--- config.mk ---
export PLATFORM = sky130hd
export DESIGN_NAME = intr_coalesce_ctrl
export DESIGN_NICKNAME = d
export VERILOG_FILES = /design/src/rtl/icc_pkg.sv /design/src/rtl/icc_cfg.sv /design/src/rtl/icc_qmap.sv /design/src/rtl/icc_vec_engine.sv /design/src/rtl/intr_coalesce_ctrl.sv
export SDC_FILE = /design/constraint.sdc
export NUM_CORES = 1
export LEC_CHECK = 0
export BUFFER_PORTS_ARGS = -buffer_cell sky130_fd_sc_hd__buf_4
export CORE_MARGIN = 4
export CORE_UTILIZATION = 54
export CTS_BUF_LIST = sky130_fd_sc_hd__clkbuf_8
export DETAILED_ROUTE_END_ITERATION = 8
export GPL_TIMING_DRIVEN = 0
export HOLD_SLACK_MARGIN = 0.02
export PLACE_DENSITY = 0.72
export SETUP_SLACK_MARGIN = 0.4
export SYNTH_ARGS = -nofsm -noshare
export SYNTH_HDL_FRONTEND = slang
export SYNTH_HIERARCHICAL = 1
export SYNTH_SLANG_ARGS = --single-unit
--- constraint.sdc ---
create_clock -name clk -period 5.3 [get_ports clk]
set_clock_uncertainty 0.05 [all_clocks]
set_input_delay 0.265 -clock clk [delete_from_list [all_inputs] [get_ports clk]]
set_output_delay 0.265 -clock clk [all_outputs]
set_load 0.01 [all_outputs]
--- src/rtl/icc_pkg.sv ---
package icc_pkg;

  // Number of clock cycles in a window of `units` time-base units.
  function automatic int unsigned tmo_cycles(input int unsigned units,
                                             input int unsigned tick);
    return units * tick;
  endfunction

  // Vector that queue q maps to after reset.
  function automatic int unsigned reset_vec(input int unsigned q,
                                            input int unsigned nvec);
    return q % nvec;
  endfunction

  // True once the pending count exceeds the threshold (count == threshold+1).
  function automatic logic thr_reached(input int unsigned cnt,
                                       input int unsigned thr);
    return cnt > thr;
  endfunction

  // True when the open window has run for its full time setting.
  function automatic logic tmo_reached(input int unsigned elapsed,
                                       input int unsigned units,
                                       input int unsigned tick);
    return (units != 0) && ((elapsed + 1) >= tmo_cycles(units, tick));
  endfunction

endpackage

--- src/rtl/icc_cfg.sv ---
module icc_cfg #(
  parameter int unsigned NUM_VEC = 4,
  parameter int unsigned THR_W   = 8,
  parameter int unsigned TIME_W  = 4
) (
  input  logic               clk,
  input  logic               rst_n,
  input  logic               en_wr,
  input  logic [NUM_VEC-1:0] en_val,
  input  logic               thr_wr,
  input  logic [THR_W-1:0]   thr_val,
  input  logic               time_wr,
  input  logic [TIME_W-1:0]  time_val,
  output logic [NUM_VEC-1:0] en_q,
  output logic [THR_W-1:0]   thr_q,
  output logic [TIME_W-1:0]  time_q
);
  // Each field has its own strobe so it can be written alone.
  always_ff @(posedge clk) begin
    if (!rst_n) begin
      en_q   <= '1;
      thr_q  <= '0;
      time_q <= '0;
    end else begin
      if (en_wr)   en_q   <= en_val;
      if (thr_wr)  thr_q  <= thr_val;
      if (time_wr) time_q <= time_val;
    end
  end
endmodule

--- src/rtl/icc_qmap.sv ---
module icc_qmap #(
  parameter int unsigned NUM_Q     = 8,
  parameter int unsigned NUM_VEC   = 4,
  parameter int unsigned ADMIN_QID = 0,
  localparam int unsigned QID_W    = $clog2(NUM_Q),
  localparam int unsigned VEC_W    = $clog2(NUM_VEC)
) (
  input  logic               clk,
  input  logic               rst_n,
  input  logic               map_wr,
  input  logic [QID_W-1:0]   map_wr_qid,
  input  logic [VEC_W-1:0]   map_wr_vec,
  input  logic               post_valid,
  input  logic [QID_W-1:0]   post_qid,
  output logic [NUM_VEC-1:0] hit,
  output logic               adm_post
);
  import icc_pkg::*;

  logic [NUM_Q*VEC_W-1:0] map_flat;
  logic [VEC_W-1:0]       sel_vec;

  for (genvar q = 0; q < NUM_Q; q++) begin : g_ent
    if (q == ADMIN_QID) begin : g_admin
      // The admin queue stays on vector 0.
      assign map_flat[q*VEC_W +: VEC_W] = '0;
    end else begin : g_io
      logic [VEC_W-1:0] ent_q;
      always_ff @(posedge clk) begin
        if (!rst_n)
          ent_q <= VEC_W'(reset_vec(q, NUM_VEC));
        else if (map_wr && map_wr_qid == QID_W'(q))
          ent_q <= map_wr_vec;
      end
      assign map_flat[q*VEC_W +: VEC_W] = ent_q;
    end
  end

  always_comb begin
    sel_vec = '0;
    for (int q = 0; q < NUM_Q; q++)
      if (post_qid == QID_W'(q)) sel_vec = map_flat[q*VEC_W +: VEC_W];
  end

  for (genvar v = 0; v < NUM_VEC; v++) begin : g_hit
    assign hit[v] = post_valid && (sel_vec == VEC_W'(v));
  end

  assign adm_post = post_valid && (post_qid == QID_W'(ADMIN_QID));
endmodule

--- src/rtl/icc_vec_engine.sv ---
module icc_vec_engine #(
  parameter int unsigned THR_W       = 8,
  parameter int unsigned TIME_W      = 4,
  parameter int unsigned TICK_CYCLES = 100,
  localparam int unsigned CNT_W      = THR_W + 1,
  localparam int unsigned ELAP_W     = $clog2(((1 << TIME_W) - 1) * TICK_CYCLES + 1)
) (
  input  logic              clk,
  input  logic              rst_n,
  input  logic              hit,
  input  logic              adm_hit,
  input  logic              mask,
  input  logic              ack,
  input  logic              cfg_en,
  input  logic [THR_W-1:0]  cfg_thr,
  input  logic [TIME_W-1:0] cfg_time,
  output logic              irq,
  output logic              busy,
  output logic              fire
);
  import icc_pkg::*;

  logic [CNT_W-1:0]  cnt_q, cnt_add;
  logic [ELAP_W-1:0] elap_q;
  logic              win_en_q;
  logic [THR_W-1:0]  win_thr_q;
  logic [TIME_W-1:0] win_time_q;
  logic              held_q, admp_q, busy_q;

  logic              open_win, blocked;
  logic              eff_en;
  logic [THR_W-1:0]  eff_thr;
  logic [TIME_W-1:0] eff_time;
  logic              thr_hit, nocoal_hit, tmo_hit, cause;

  // A window that is still closed takes the live settings; an open one keeps
  // the settings it was opened with.
  assign open_win = (cnt_q == '0);
  assign eff_en   = open_win ? cfg_en   : win_en_q;
  assign eff_thr  = open_win ? cfg_thr  : win_thr_q;
  assign eff_time = open_win ? cfg_time : win_time_q;

  assign cnt_add    = (hit && cnt_q != '1) ? cnt_q + CNT_W'(1) : cnt_q;
  assign thr_hit    = eff_en && thr_reached(32'(cnt_add), 32'(eff_thr));
  assign nocoal_hit = !eff_en && (cnt_add != '0);
  assign tmo_hit    = eff_en && !open_win &&
                      tmo_reached(32'(elap_q), 32'(eff_time), TICK_CYCLES);

  assign blocked = mask || busy_q;
  assign cause   = adm_hit || admp_q || thr_hit || nocoal_hit || tmo_hit || held_q;
  assign fire    = !blocked && cause;

  always_ff @(posedge clk) begin
    if (!rst_n) begin
      cnt_q      <= '0;
      elap_q     <= '0;
      win_en_q   <= 1'b1;
      win_thr_q  <= '0;
      win_time_q <= '0;
      held_q     <= 1'b0;
      admp_q     <= 1'b0;
      busy_q     <= 1'b0;
      irq        <= 1'b0;
    end else if (fire) begin
      cnt_q  <= '0;
      elap_q <= '0;
      held_q <= 1'b0;
      admp_q <= 1'b0;
      busy_q <= 1'b1;
      irq    <= 1'b1;
    end else begin
      irq    <= 1'b0;
      cnt_q  <= cnt_add;
      held_q <= held_q || (blocked && hit);
      admp_q <= admp_q || adm_hit;
      if (ack) busy_q <= 1'b0;
      if (open_win) elap_q <= '0;
      else if (elap_q != '1) elap_q <= elap_q + ELAP_W'(1);
      if (open_win && hit) begin
        win_en_q   <= cfg_en;
        win_thr_q  <= cfg_thr;
        win_time_q <= cfg_time;
      end
    end
  end

  assign busy = busy_q;
endmodule

--- src/rtl/intr_coalesce_ctrl.sv ---
module intr_coalesce_ctrl #(
  parameter int unsigned NUM_Q       = 8,
  parameter int unsigned NUM_VEC     = 4,
  parameter int unsigned THR_W       = 8,
  parameter int unsigned TIME_W      = 4,
  parameter int unsigned TICK_CYCLES = 100,
  localparam int unsigned QID_W      = $clog2(NUM_Q),
  localparam int unsigned VEC_W      = $clog2(NUM_VEC)
) (
  input  logic               clk,
  input  logic               rst_n,
  input  logic               post_valid,
  input  logic [QID_W-1:0]   post_qid,
  input  logic               map_wr,
  input  logic [QID_W-1:0]   map_wr_qid,
  input  logic [VEC_W-1:0]   map_wr_vec,
  input  logic               en_wr,
  input  logic [NUM_VEC-1:0] en_val,
  input  logic               thr_wr,
  input  logic [THR_W-1:0]   thr_val,
  input  logic               time_wr,
  input  logic [TIME_W-1:0]  time_val,
  input  logic [NUM_VEC-1:0] irq_mask,
  input  logic [NUM_VEC-1:0] irq_ack,
  output logic [NUM_VEC-1:0] irq_req
);
  // Named internal events, brought out for the checker.
  logic [NUM_VEC-1:0] vec_hit;
  logic [NUM_VEC-1:0] vec_busy;
  logic [NUM_VEC-1:0] vec_fire;
  logic               adm_post;

  logic [NUM_VEC-1:0] en_q;
  logic [THR_W-1:0]   thr_q;
  logic [TIME_W-1:0]  time_q;

  icc_cfg #(.NUM_VEC(NUM_VEC), .THR_W(THR_W), .TIME_W(TIME_W)) u_cfg (
    .clk(clk), .rst_n(rst_n),
    .en_wr(en_wr), .en_val(en_val),
    .thr_wr(thr_wr), .thr_val(thr_val),
    .time_wr(time_wr), .time_val(time_val),
    .en_q(en_q), .thr_q(thr_q), .time_q(time_q)
  );

  icc_qmap #(.NUM_Q(NUM_Q), .NUM_VEC(NUM_VEC), .ADMIN_QID(0)) u_qmap (
    .clk(clk), .rst_n(rst_n),
    .map_wr(map_wr), .map_wr_qid(map_wr_qid), .map_wr_vec(map_wr_vec),
    .post_valid(post_valid), .post_qid(post_qid),
    .hit(vec_hit), .adm_post(adm_post)
  );

  for (genvar v = 0; v < NUM_VEC; v++) begin : g_vec
    logic adm_v;
    if (v == 0) begin : g_adm
      assign adm_v = adm_post;
    end else begin : g_noadm
      assign adm_v = 1'b0;
    end

    icc_vec_engine #(.THR_W(THR_W), .TIME_W(TIME_W), .TICK_CYCLES(TICK_CYCLES)) u_eng (
      .clk(clk), .rst_n(rst_n),
      .hit(vec_hit[v]), .adm_hit(adm_v),
      .mask(irq_mask[v]), .ack(irq_ack[v]),
      .cfg_en(en_q[v]), .cfg_thr(thr_q), .cfg_time(time_q),
      .irq(irq_req[v]), .busy(vec_busy[v]), .fire(vec_fire[v])
    );
  end
endmodule

After elaboration in Yosys (flattened, before gate mapping)
Index checks and enable logic that the tools add are counted.
Storage, ports and cells
  input bits: 39
  word-level logic and storage cells: 244
  output and inout port bits: 4
  register bits after elaboration: 175
Cells by class
  bitwise gates (word level): 5
  multiply operators: 4
  equal/unequal tests: 25
  add/sub/neg operators: 12
  muxes and demuxes: 35
  $lt $le $gt $ge: 8
  reductions and logical operators: 112
Operator list (count)
  $ge A32 B11 Y1: 4
  $add A11 B1 Y12 const B: 4
  $logic_and A1 B1 Y1: 48
  $add A11 B1 Y11 const B: 4
  $ne A11 B11 Y1 const B: 4
  $add A9 B1 Y9 const B: 4
  $gt A9 B8 Y1: 4
  $logic_not A9 Y1: 4
  $mul A4 B5 Y9 const B: 4
  $mux W9: 4
  $ne A9 B9 Y1 const B: 4
  $reduce_bool A9 Y1: 4
  $mux W8: 4
  $eq A3 B3 Y1 const B: 8
  $logic_or A1 B1 Y1: 22
  $mux W1: 16
  $mux W4: 4
  $reduce_bool A4 Y1: 4
  $mux W2: 7
  $eq A3 B2 Y1 const B: 4
  $logic_not A1 Y1: 12
  $reduce_or A3 Y1: 4
  $reduce_and A2 Y1: 4
  $reduce_bool A2 Y1: 4
  7 further kinds: 16

Depth between registers and ports, before layout
Gate-level depths: netlist (run 1).
  depth in word-level cells: 21
  gate-level depth with buffers: 21

By module
Netlist (run 1), hierarchy kept.
By module, submodules not included
  icc_vec_engine (g_vec[2].u_eng): cells each 311, area an instance 2677.6 um^2, instances 1, seq. area each 740.7 um^2
  icc_vec_engine (g_vec[0].u_eng): cells each 312, area an instance 2616.3 um^2, instances 1, seq. area each 740.7 um^2
  icc_vec_engine (g_vec[1].u_eng): cells each 291, area an instance 2576.2 um^2, instances 1, seq. area each 740.7 um^2
  icc_vec_engine (g_vec[3].u_eng): cells each 278, area an instance 2436.1 um^2, instances 1, seq. area each 740.7 um^2
  icc_qmap: cells each 79, area an instance 782.0 um^2, instances 1, seq. area each 280.3 um^2
  icc_cfg: cells each 52, area an instance 601.8 um^2, instances 1, seq. area each 320.3 um^2
  intr_coalesce_ctrl: cells each 1, area an instance 3.8 um^2, instances 1, seq. area each 0.0 um^2

Worst setup path before layout (run 1)
Ideal clock, no wire load.
  path type: reg2reg
  start point: reg g_vec[3].u_eng.cnt_q[0]
  end point: reg g_vec[3].u_eng.win_en_q
  library setup time: 0.070 ns
  stages on the path, launching flop included: 21
  required time: 5.180 ns
  path buffers: 2
  arrival: 4.680 ns
  slack: 0.500 ns
  cell sequence: dfxtp_1 inv_2 ha_1 nor4b_1 nand2_1 clkbuf_1 mux2i_1 inv_1 ha_1 ha_1 ha_1 a31oi_1 xor2_1 ha_1 nand3_1 or4b_2 o221ai_1 a311o_1 clkbuf_1 nor3_1 a21oi_1
On the way
  cells in the longest elaborated chain, start to end: 11
RTL lines
  start, declared: RTL line icc_vec_engine.sv:23  | logic [CNT_W-1:0] cnt_q, cnt_add;
  start signal, assigned: RTL line icc_vec_engine.sv:73  | cnt_q <= cnt_add;
  $logic_not A9 Y1 / $ne A9 B9 Y1 (equally long branches): RTL line icc_vec_engine.sv:38, icc_vec_engine.sv:43
  $mux W4 / $logic_and A1 B1 Y1 (equally long branches): RTL line icc_vec_engine.sv:41, icc_vec_engine.sv:43
  $mul A4 B5 Y9 / $mux W9 (equally long branches): RTL line icc_pkg.sv:6, icc_vec_engine.sv:43
  $ge A32 B11 Y1 (tied with other cells): RTL line icc_pkg.sv:25  | return (units != 0) && ((elapsed + 1) >= tmo_cycles(units, tick));
  $logic_and A1 B1 Y1 (on tied branches): RTL line icc_pkg.sv:25, icc_vec_engine.sv:44, icc_vec_engine.sv:45
  $logic_and A1 B1 Y1 / $logic_or A1 B1 Y1 (equally long branches): RTL line icc_vec_engine.sv:46, icc_vec_engine.sv:50
  $logic_or A1 B1 Y1 (2 in series): RTL line icc_vec_engine.sv:50  | assign cause = adm_hit || admp_q || thr_hit || nocoal_hit || tmo_hit || held_q;
  $logic_and A1 B1 Y1: RTL line icc_vec_engine.sv:51  | assign fire = !blocked && cause;
  $not A1 Y1 (no source line)
  $reduce_and A2 Y1 (no source line) (*)
  end signal, assigned: RTL line icc_vec_engine.sv:80  | win_en_q <= cfg_en;
  end, declared: RTL line icc_vec_engine.sv:25  | logic win_en_q;
Mark *: on every way between the ends. The rest lies on a longest branch, timed or not.
A chain may end at the register's enable or synchronous reset.

Worst setup path after layout (run 1)
  start point: reg g_vec[3].u_eng.cnt_q[0]
  end point: reg g_vec[3].u_eng.win_time_q[3]
On the way
  cells in the longest elaborated chain, start to end: 11
RTL lines
  $logic_not A9 Y1 / $ne A9 B9 Y1 (equally long branches): RTL line icc_vec_engine.sv:38, icc_vec_engine.sv:43
  $mux W4 / $logic_and A1 B1 Y1 (equally long branches): RTL line icc_vec_engine.sv:41, icc_vec_engine.sv:43
  $mul A4 B5 Y9 / $mux W9 (equally long branches): RTL line icc_pkg.sv:6, icc_vec_engine.sv:43
  $ge A32 B11 Y1 (tied with other cells): RTL line icc_pkg.sv:25
  $logic_and A1 B1 Y1 (on tied branches): RTL line icc_pkg.sv:25, icc_vec_engine.sv:44, icc_vec_engine.sv:45
  $logic_and A1 B1 Y1 / $logic_or A1 B1 Y1 (equally long branches): RTL line icc_vec_engine.sv:46, icc_vec_engine.sv:50
  $logic_or A1 B1 Y1 (2 in series): RTL line icc_vec_engine.sv:50
  $logic_and A1 B1 Y1: RTL line icc_vec_engine.sv:51
  $not A1 Y1 (no source line)
  $reduce_and A2 Y1 (no source line) (*)
  end signal, assigned: RTL line icc_vec_engine.sv:82  | win_time_q <= cfg_time;
  end, declared: RTL line icc_vec_engine.sv:27  | logic [TIME_W-1:0] win_time_q;
Marked as above.

==> summary.md, run 1 <==
## Outcome
- finished, final reports clean — outcome

## Power and ir drop
- 5.782 nW — Leak Pwr
- 224.2 nW/um^2 — areal power density over the cells
- 2.928 mW — Power Total
- 0.1934 mV — worst IR drop on VDD

## Die
- 24060 um^2 — Die Outline Area
- 53 — Site Rows
- 55.25% — starting utilization of the core area
- 155.1 um — Die Span X
- 155.1 um — Die H
- 21150 um^2 — core box area
- 43 — I/O pin count

## Drt
- 545 — DR iter-0 viols
- 9525 — via count
- 0 — number of remaining DRC errors
- 26.27 mm — WL final
- 0 — remaining antenna violation count
- 5.629 — Vias per Instance
- 5 — 1st-pass router iterations
- 15.52 um — detailed-route wire length per cell

## Critical path
- flop — Critical Path End Type
- inv_2 > ha_1 > nor4b_4 > nand2_2 > buf_8 > mux2i_4 > buf_4 > nor2_1 > ha_1 > inv_1 > fa_1 > inv_1 > a31oi_2 > xor2_1 > ha_1 > nand3_1 > or4b_2 > o221ai_1 > a311o_1 > nor2_1 > clkbuf_4 > a22o_1 — crit path cell chain
- 6 — combined buffer and inverter count along the critical path
- flop to flop — path type of the worst setup path
- 5020 ps — critical path data arrival time
- ha_1 — cell repeated most along the worst path
- or4b_2 — standard cell with the maximum stage delay on the critical path
- flop — startpoint types
- simple AND/OR/NAND/NOR gates — cell class contributing the biggest share of worst-path delay
- 680 ps — Crit path largest cell delay
- 10 — largest fanout of any net on the critical path
- 5600 ps — required time at the endpoint of the critical path

## Synth
- 11690 um^2 — synthesized cell area
- 6 — count of yosys warnings during synthesis
- 8.834 um^2 — average instance area after synthesis
- 1323 — synthesized netlist cell count

## Min path
- input port to flop — worst min-delay path class

## Timing
- 1249 ps — actual slew at the worst max-slew pin
- 211.7 MHz — peak clock frequency supported by timing
- 0 — final slew viol count
- false — unrepaired setup endpoints after global routing
- 89.13% — fraction of the cycle the final worst path needs
- 16.08% — relative slew slack
- 4724 ps — Min Clock Period, post-route
- 0 — final hold violation count
- 0 ps — Sum Neg Setup Slack
- 0 — Setup violations, final

## Clock network
- 178 — Clock Sink Count
- 17 — number of clock buffers inserted by TritonCTS
- 90 ps — clock slew at reported path FFs
- 4 — # H-tree levels
- clkbuf_8 — root cell of the clock tree
- 2 — clock buffer depth
- built — TritonCTS clock tree
- 460 ps — insertion delay to the later sink of the worst-skew pair

## Global route
- 9053 — number of global-route vias before repair
- 21.64% — GRT Overall Usage
- 43.46 mm — global-route wire length before repair
- 0 — Congestion Overflow GR
- 30 — maximum number of pins on one net before global-route repair
- 0 — antenna violations before repair

## Finish
- 1892 — FILL cells
- 13.41% — layout cell share with drive strength beyond 1
- 1692 — Finished Layout Cells
- 1567 — Nets
- 13060 um^2 — Post-Layout Inst Area
- 0 — count of inserted antenna diode cells
- 175 x dfxtp_1, 125 x nand2_1, 120 x ha_1 — commonest non-fill, non-tap cells in the layout
- 11.73% — layout-stage area growth over the synthesis result
- 3570 um^2 — FF+latch area
- dfxtp_1 — commonest non-fill, non-tap cell in the layout
- 7553 um^2 — area taken by multi-input logic gates

## Placed design
- 0.8651 — Placer Congestion
- 37 — Port Buffers
- 19.26 mm — Detailed Place HPWL
- 1639 — placed cell count
- 12320 um^2 — area after detailed placement

## Job
- 0 — number of maximum-capacitance violations

area by class of cell:
cell class,instances,share of cell area (%)
sequential,178,27.34
timing repair buffer,58,3.631
buffer,53,2.644
multi-input combinational,996,57.84
clock buffer,19,2.002
inverter,100,2.874
tap,275,2.635
clock inverter,13,1.035
worst min-delay path, stage by stage:
cell	delay (ps)
buf_4	80
mux2i_1	60
nor2b_1	110
through the flow:
stage	setup WS, ps	util (%)	hold WS (ps)
3_5_place_dp	-245.1	58.26	399.8
2_1_floorplan	500.3	-	332.5
3_3_place_gp	-167.0	58.26	389.5
4_1_cts	406.3	60.96	21.55
5_1_grt	333.9	61.73	24.82
6_report	576.0	61.73	41.26
flip-flops by register name, indices dropped and copies added, names as in the netlist:
signal and count:
g_vec.u_eng/elap_q 44, g_vec.u_eng/cnt_q 36, g_vec.u_eng/win_thr_q 32, g_vec.u_eng/win_time_q 16
u_qmap/g_ent.g_io.ent_q 14, u_cfg/thr_q 8, g_vec.u_eng/admp_q 4, g_vec.u_eng/busy 4
g_vec.u_eng/held_q 4, g_vec.u_eng/irq 4, g_vec.u_eng/win_en_q 4, u_cfg/en_q 4
u_cfg/time_q 4
routing by layer:
metal | vias to the layer above | track usage, % | part of all wire (%)
met2 | 173 | 35.89 | 47
met1 | 4551 | 30.03 | 48
met5 | - | 0 | 0
li1 | 4784 | - | -
met4 | 0 | 4.584 | 1.0
met3 | 17 | 3.255 | 4.2
where the power goes:
| group | switching, mW | leakage (nW) | internal (mW) |
|---|---|---|---|
| Sequential | 0.0376 | 1.44 | 1.37 |
| Combinational | 0.319 | 4.14 | 0.243 |
| Clock | 0.516 | 0.202 | 0.445 |
final timing paths:
path	from	to	slack [ps]	cells past startpoint
max	g_vec[3].u_eng/cnt_q[0]	g_vec[3].u_eng/win_time_q[3]	580	22
min	time_val[0]	u_cfg/time_q[0]	40	3
max reg2reg	g_vec[3].u_eng/cnt_q[0]	g_vec[3].u_eng/win_time_q[3]	580	22
min reg2reg	g_vec[2].u_eng/win_thr_q[3]	g_vec[2].u_eng/win_thr_q[3]	410	2
repair_timing:
action                                  CTS  global route
hold buffers                             14             0
resized for setup                         7            29
endpoints found under the setup margin   58           109
buffers inserted                          2             5
pin swaps                                 1             3
hold endpoints to repair                 16             0
Note: power is estimated with default switching activity, not from simulation.
==> inputs of run 2 (changes only) <==
Settings changed: SYNTH_HIERARCHICAL 1 to not set.
Clock period 5.3 ns to 5.2 ns, I/O delays scaled along.
==> run 2 against run 1 <==
Compared with the run above: sequential cell count is 3 lower; sequential share of layout area is 1.8 points lower; non-clock buffer count is 36 higher; register-to-register slack worse by 390 ps; area after synthesis is 2.5% lower; first-iteration DRC count is 29% higher; sequential power hardly changed; fmax is 5.9% lower; global-route usage is 2.9 points higher; worst setup slack worse by 390 ps; wire length is 13% higher; critical path depth is 2 higher; critical endpoint is now g_vec[0].u_eng.win_thr_q[1]; highest routed layer unchanged.
==> summary.md, run 2 <==
## Drt
- 5 — 1st-pass router iterations, unchanged
- 9763 — via count, +2.5%
- 5.746 — Vias per Instance, +2.1%
- 17.51 um — detailed-route wire length per cell, +13%
- 29.74 mm — WL final, +13%
- 0 — number of remaining DRC errors, unchanged
- 0 — remaining antenna violation count, unchanged
- 704 — DR iter-0 viols, +29%

## Clock network
- clkbuf_8 — root cell of the clock tree
- built — TritonCTS clock tree
- 175 — Clock Sink Count, -1.7%
- 470 ps — insertion delay to the later sink of the worst-skew pair, about the same
- 17 — number of clock buffers inserted by TritonCTS, unchanged
- 2 — clock buffer depth, unchanged
- 100 ps — clock slew at reported path FFs, about the same
- 4 — # H-tree levels, unchanged

## Finish
- 1592 — Nets, +1.6%
- 0 — count of inserted antenna diode cells, unchanged
- 44 — number of flip-flops in the largest register, unchanged
- 1597 — FILL cells, -16%
- g_vec.u_eng.elap_q x44, g_vec.u_eng.cnt_q x35, g_vec.u_eng.win_thr_q x32 — largest registers in the final layout
- 1699 — Finished Layout Cells, +0.41%
- 19.94% — layout cell share with drive strength beyond 1, +6.5 points
- g_vec.u_eng.elap_q — top register by number of flip-flops
- 171 x dfxtp_1, 134 x nand2_1, 116 x ha_1 — commonest non-fill, non-tap cells in the layout
- 20.49% — layout-stage area growth over the synthesis result
- dfxtp_1 — commonest non-fill, non-tap cell in the layout

## Critical path
- g_vec[0].u_eng.win_thr_q[1] — terminus of the critical flop-to-flop path
- g_vec[0].u_eng.cnt_q[0] — CP Launch Point
- 180 ps — register-to-register path setup slack, -390 ps
- 5500 ps — required time at the endpoint of the critical path, -100 ps
- 5320 ps — critical path data arrival time, +300 ps
- 5 — largest fanout of any net on the critical path, -5
- 24 — length in cells of the worst reg-to-reg path, +9.1%
- g_vec[0].u_eng.win_thr_q[1] — end of the critical path
- g_vec[0].u_eng.cnt_q[0] — reg-to-reg startpoint
- flop to flop — path type of the worst setup path
- flop — Critical Path End Type
- flop — startpoint types

## Die
- 52 — Site Rows, -1.9%
- 43 — I/O pin count, unchanged
- 20490 um^2 — core box area, -3.1%
- 153.2 um — Die Span X, -1.2%
- 153.2 um — Die H, -1.2%
- 23480 um^2 — Die Outline Area, -2.4%
- 55.58% — starting utilization of the core area, +0.33 points

## Synth
- 8.715 um^2 — average instance area after synthesis, -1.3%
- 175 — number of synthesized register bits
- 1482 — synthesized net count
- 0 — count of yosys warnings during synthesis, -6
- dfxtp_1 — top cell type by total area after synthesis
- 0 — count of flip-flops with a built-in enable after synthesis
- 81 — Yosys cell types
- 0% — Async S/R FF share, synth
- dfxtp_1 — ys flop type
- 30.76% — Yosys top cell area share
- 30.76% — post-synthesis sequential area ratio
- 175 x dfxtp_1, 134 x nand2_1, 132 x ha_1 — synth cell count leaders
- 1307 — synthesized netlist cell count, -1.2%
- dfxtp_1 — most common cell in the synthesized netlist
- 11390 um^2 — synthesized cell area, -2.5%
- dfxtp_1 31%, ha_1 14%, mux2i_1 10% — dominant cells by area after synthesis

## Global route
- 47.69 mm — global-route wire length before repair, +9.7%
- 9558 — number of global-route vias before repair, +5.6%
- 17 — maximum number of pins on one net before global-route repair, -43%
- 0 — antenna violations before repair, unchanged
- 24.50% — GRT Overall Usage, +2.9 points
- 0 — Congestion Overflow GR, unchanged

## Timing
- 1025 ps — actual slew at the worst max-slew pin, -223.9 ps
- 5018 ps — Min Clock Period, post-route, +294.3 ps
- 0 — Setup violations, final, unchanged
- true — unrepaired setup endpoints after global routing
- 31.65% — relative slew slack, +16 points
- 0 — final hold violation count, unchanged
- 27.13 ps — Worst Hold Slack, -14.13 ps
- 0 — final slew viol count, unchanged
- 199.3 MHz — peak clock frequency supported by timing, -5.9%
- 96.51% — fraction of the cycle the final worst path needs, +7.4 points

## Placed design
- 0.8579 — Placer Congestion, -0.83%
- 20.79 mm — Detailed Place HPWL, +8.0%
- 1615 — placed cell count, -1.5%
- 38 — Port Buffers, +2.7%

## Power and ir drop
- 44.3% — share of power burned in registers, -3.7 points
- 1.017 mW — power dissipated by switching net loads, +17%
- 0.1906 mV — worst IR drop on VDD, -1.5%
- 31.73% — switching power share of the total, +1.9 points
- 30.0% — Clock Power Share, -2.8 points
- 233.6 nW/um^2 — areal power density over the cells, +4.2%
- 2.189 mW — Internal Dissipation, +6.5%
- 25.7% — part of the total power dissipated in combinational logic, +6.5 points
- 5.980 nW — Leak Pwr, +3.4%

## Job
- 0 — number of maximum-capacitance violations, unchanged

## Outcome
- finished, final reports clean — outcome

## Min path
- input port to flop — worst min-delay path class

## run 2: timing repair
item | 4_1_cts | 5_1_grt
gates resized for setup | 120 | 85
cloned | 4 | 1
hold buffers | 18 | 0
pin swaps | 46 | 42
setup endpoints to repair | 111 | 119
buffers inserted | 21 | 9
hold endpoints to repair | 18 | 0
## run 2: critical path, stage by stage, from the launching register on
cell       delay, ps
dfxtp_4          370
inv_4             60
ha_4             110
or4b_4           460
nor3_4           270
buf_8            190
mux2i_4          300
inv_2             90
ha_4             280
inv_2             30
fa_2             340
inv_2             80
a31oi_4           90
xor2_1           150
ha_1             340
a21oi_2          200
o21ai_2          100
a211oi_4         310
nor3_2           100
o31ai_2          260
buf_4            180
o2111ai_4        170
buf_6            220
nand3_2           90
o21ai_2           70
## run 2: cell type report
type / instances / area, um^2 / share of cell area (%)
Buffer: 56 / 385.4 / 2.808
Clock buffer: 18 / 247.7 / 1.805
Inverter: 76 / 290.3 / 2.115
Clock inverter: 13 / 138.9 / 1.012
Sequential cell: 175 / 3511 / 25.58
Multi-Input combinational cell: 1000 / 8020 / 58.44
Tap cell: 270 / 337.8 / 2.461
Timing Repair Buffer: 91 / 793.3 / 5.780
## run 2: layer usage
| metal | GRT usage, % | vias up | routed length, um |
|---|---|---|---|
| met2 | 40.45 | 265 | 14080 |
| met3 | 3.789 | 57 | 1587 |
| met5 | 0 | - | 0 |
| met4 | 6.788 | 0 | 680 |
| li1 | - | 4786 | - |
| met1 | 33.37 | 4655 | 13400 |
## run 2: through the flow
step	total power [mW]	TNS, ps	util (%)	cell area, um^2	worst slack, ps
after floorplan	1.912	0	-	11450	430.1
after global placement	2.079	-16610	58.93	12080	-487.5
after detailed placement	2.096	-21850	58.93	12080	-565.1
after CTS	3.140	0	64.83	13290	210.5
after global routing	3.357	0	66.97	13720	69.28
final	3.206	0	66.97	13720	181.7
## run 2: how the worst min path moves through the flow
stage,from,end,slack [ps],cells after the start
floorplan,map_wr_vec[0],u_qmap.g_ent[3].g_io.ent_q[0],340,2
global placement,g_vec[0].u_eng.held_q,g_vec[0].u_eng.held_q,390,2
detailed placement,g_vec[0].u_eng.held_q,g_vec[0].u_eng.held_q,400,2
CTS,map_wr_vec[1],u_qmap.g_ent[2].g_io.ent_q[1],20,3
global route,irq_ack[3],g_vec[3].u_eng.busy,40,3
finish,map_wr_vec[1],u_qmap.g_ent[2].g_io.ent_q[1],30,3
## run 2: cells by family after synthesis
| logic type | share of synthesized area, % |
|---|---|
| simple gates | 21.11 |
| buf+inv | 4.943 |
| fa+ha+maj | 15.20 |
| flops | 30.76 |
| xor+xnor | 6.689 |
| mux | 11.48 |
| compound gates | 9.820 |
## run 2: power by group through the flow
stage,logic (mW),clock network [mW],registers [mW]
final,0.823,0.962,1.42
after global placement,0.631,0,1.45
after floorplan,0.480,0,1.43
after detailed placement,0.648,0,1.45
after global routing,0.897,1.03,1.43
after CTS,0.750,0.972,1.42
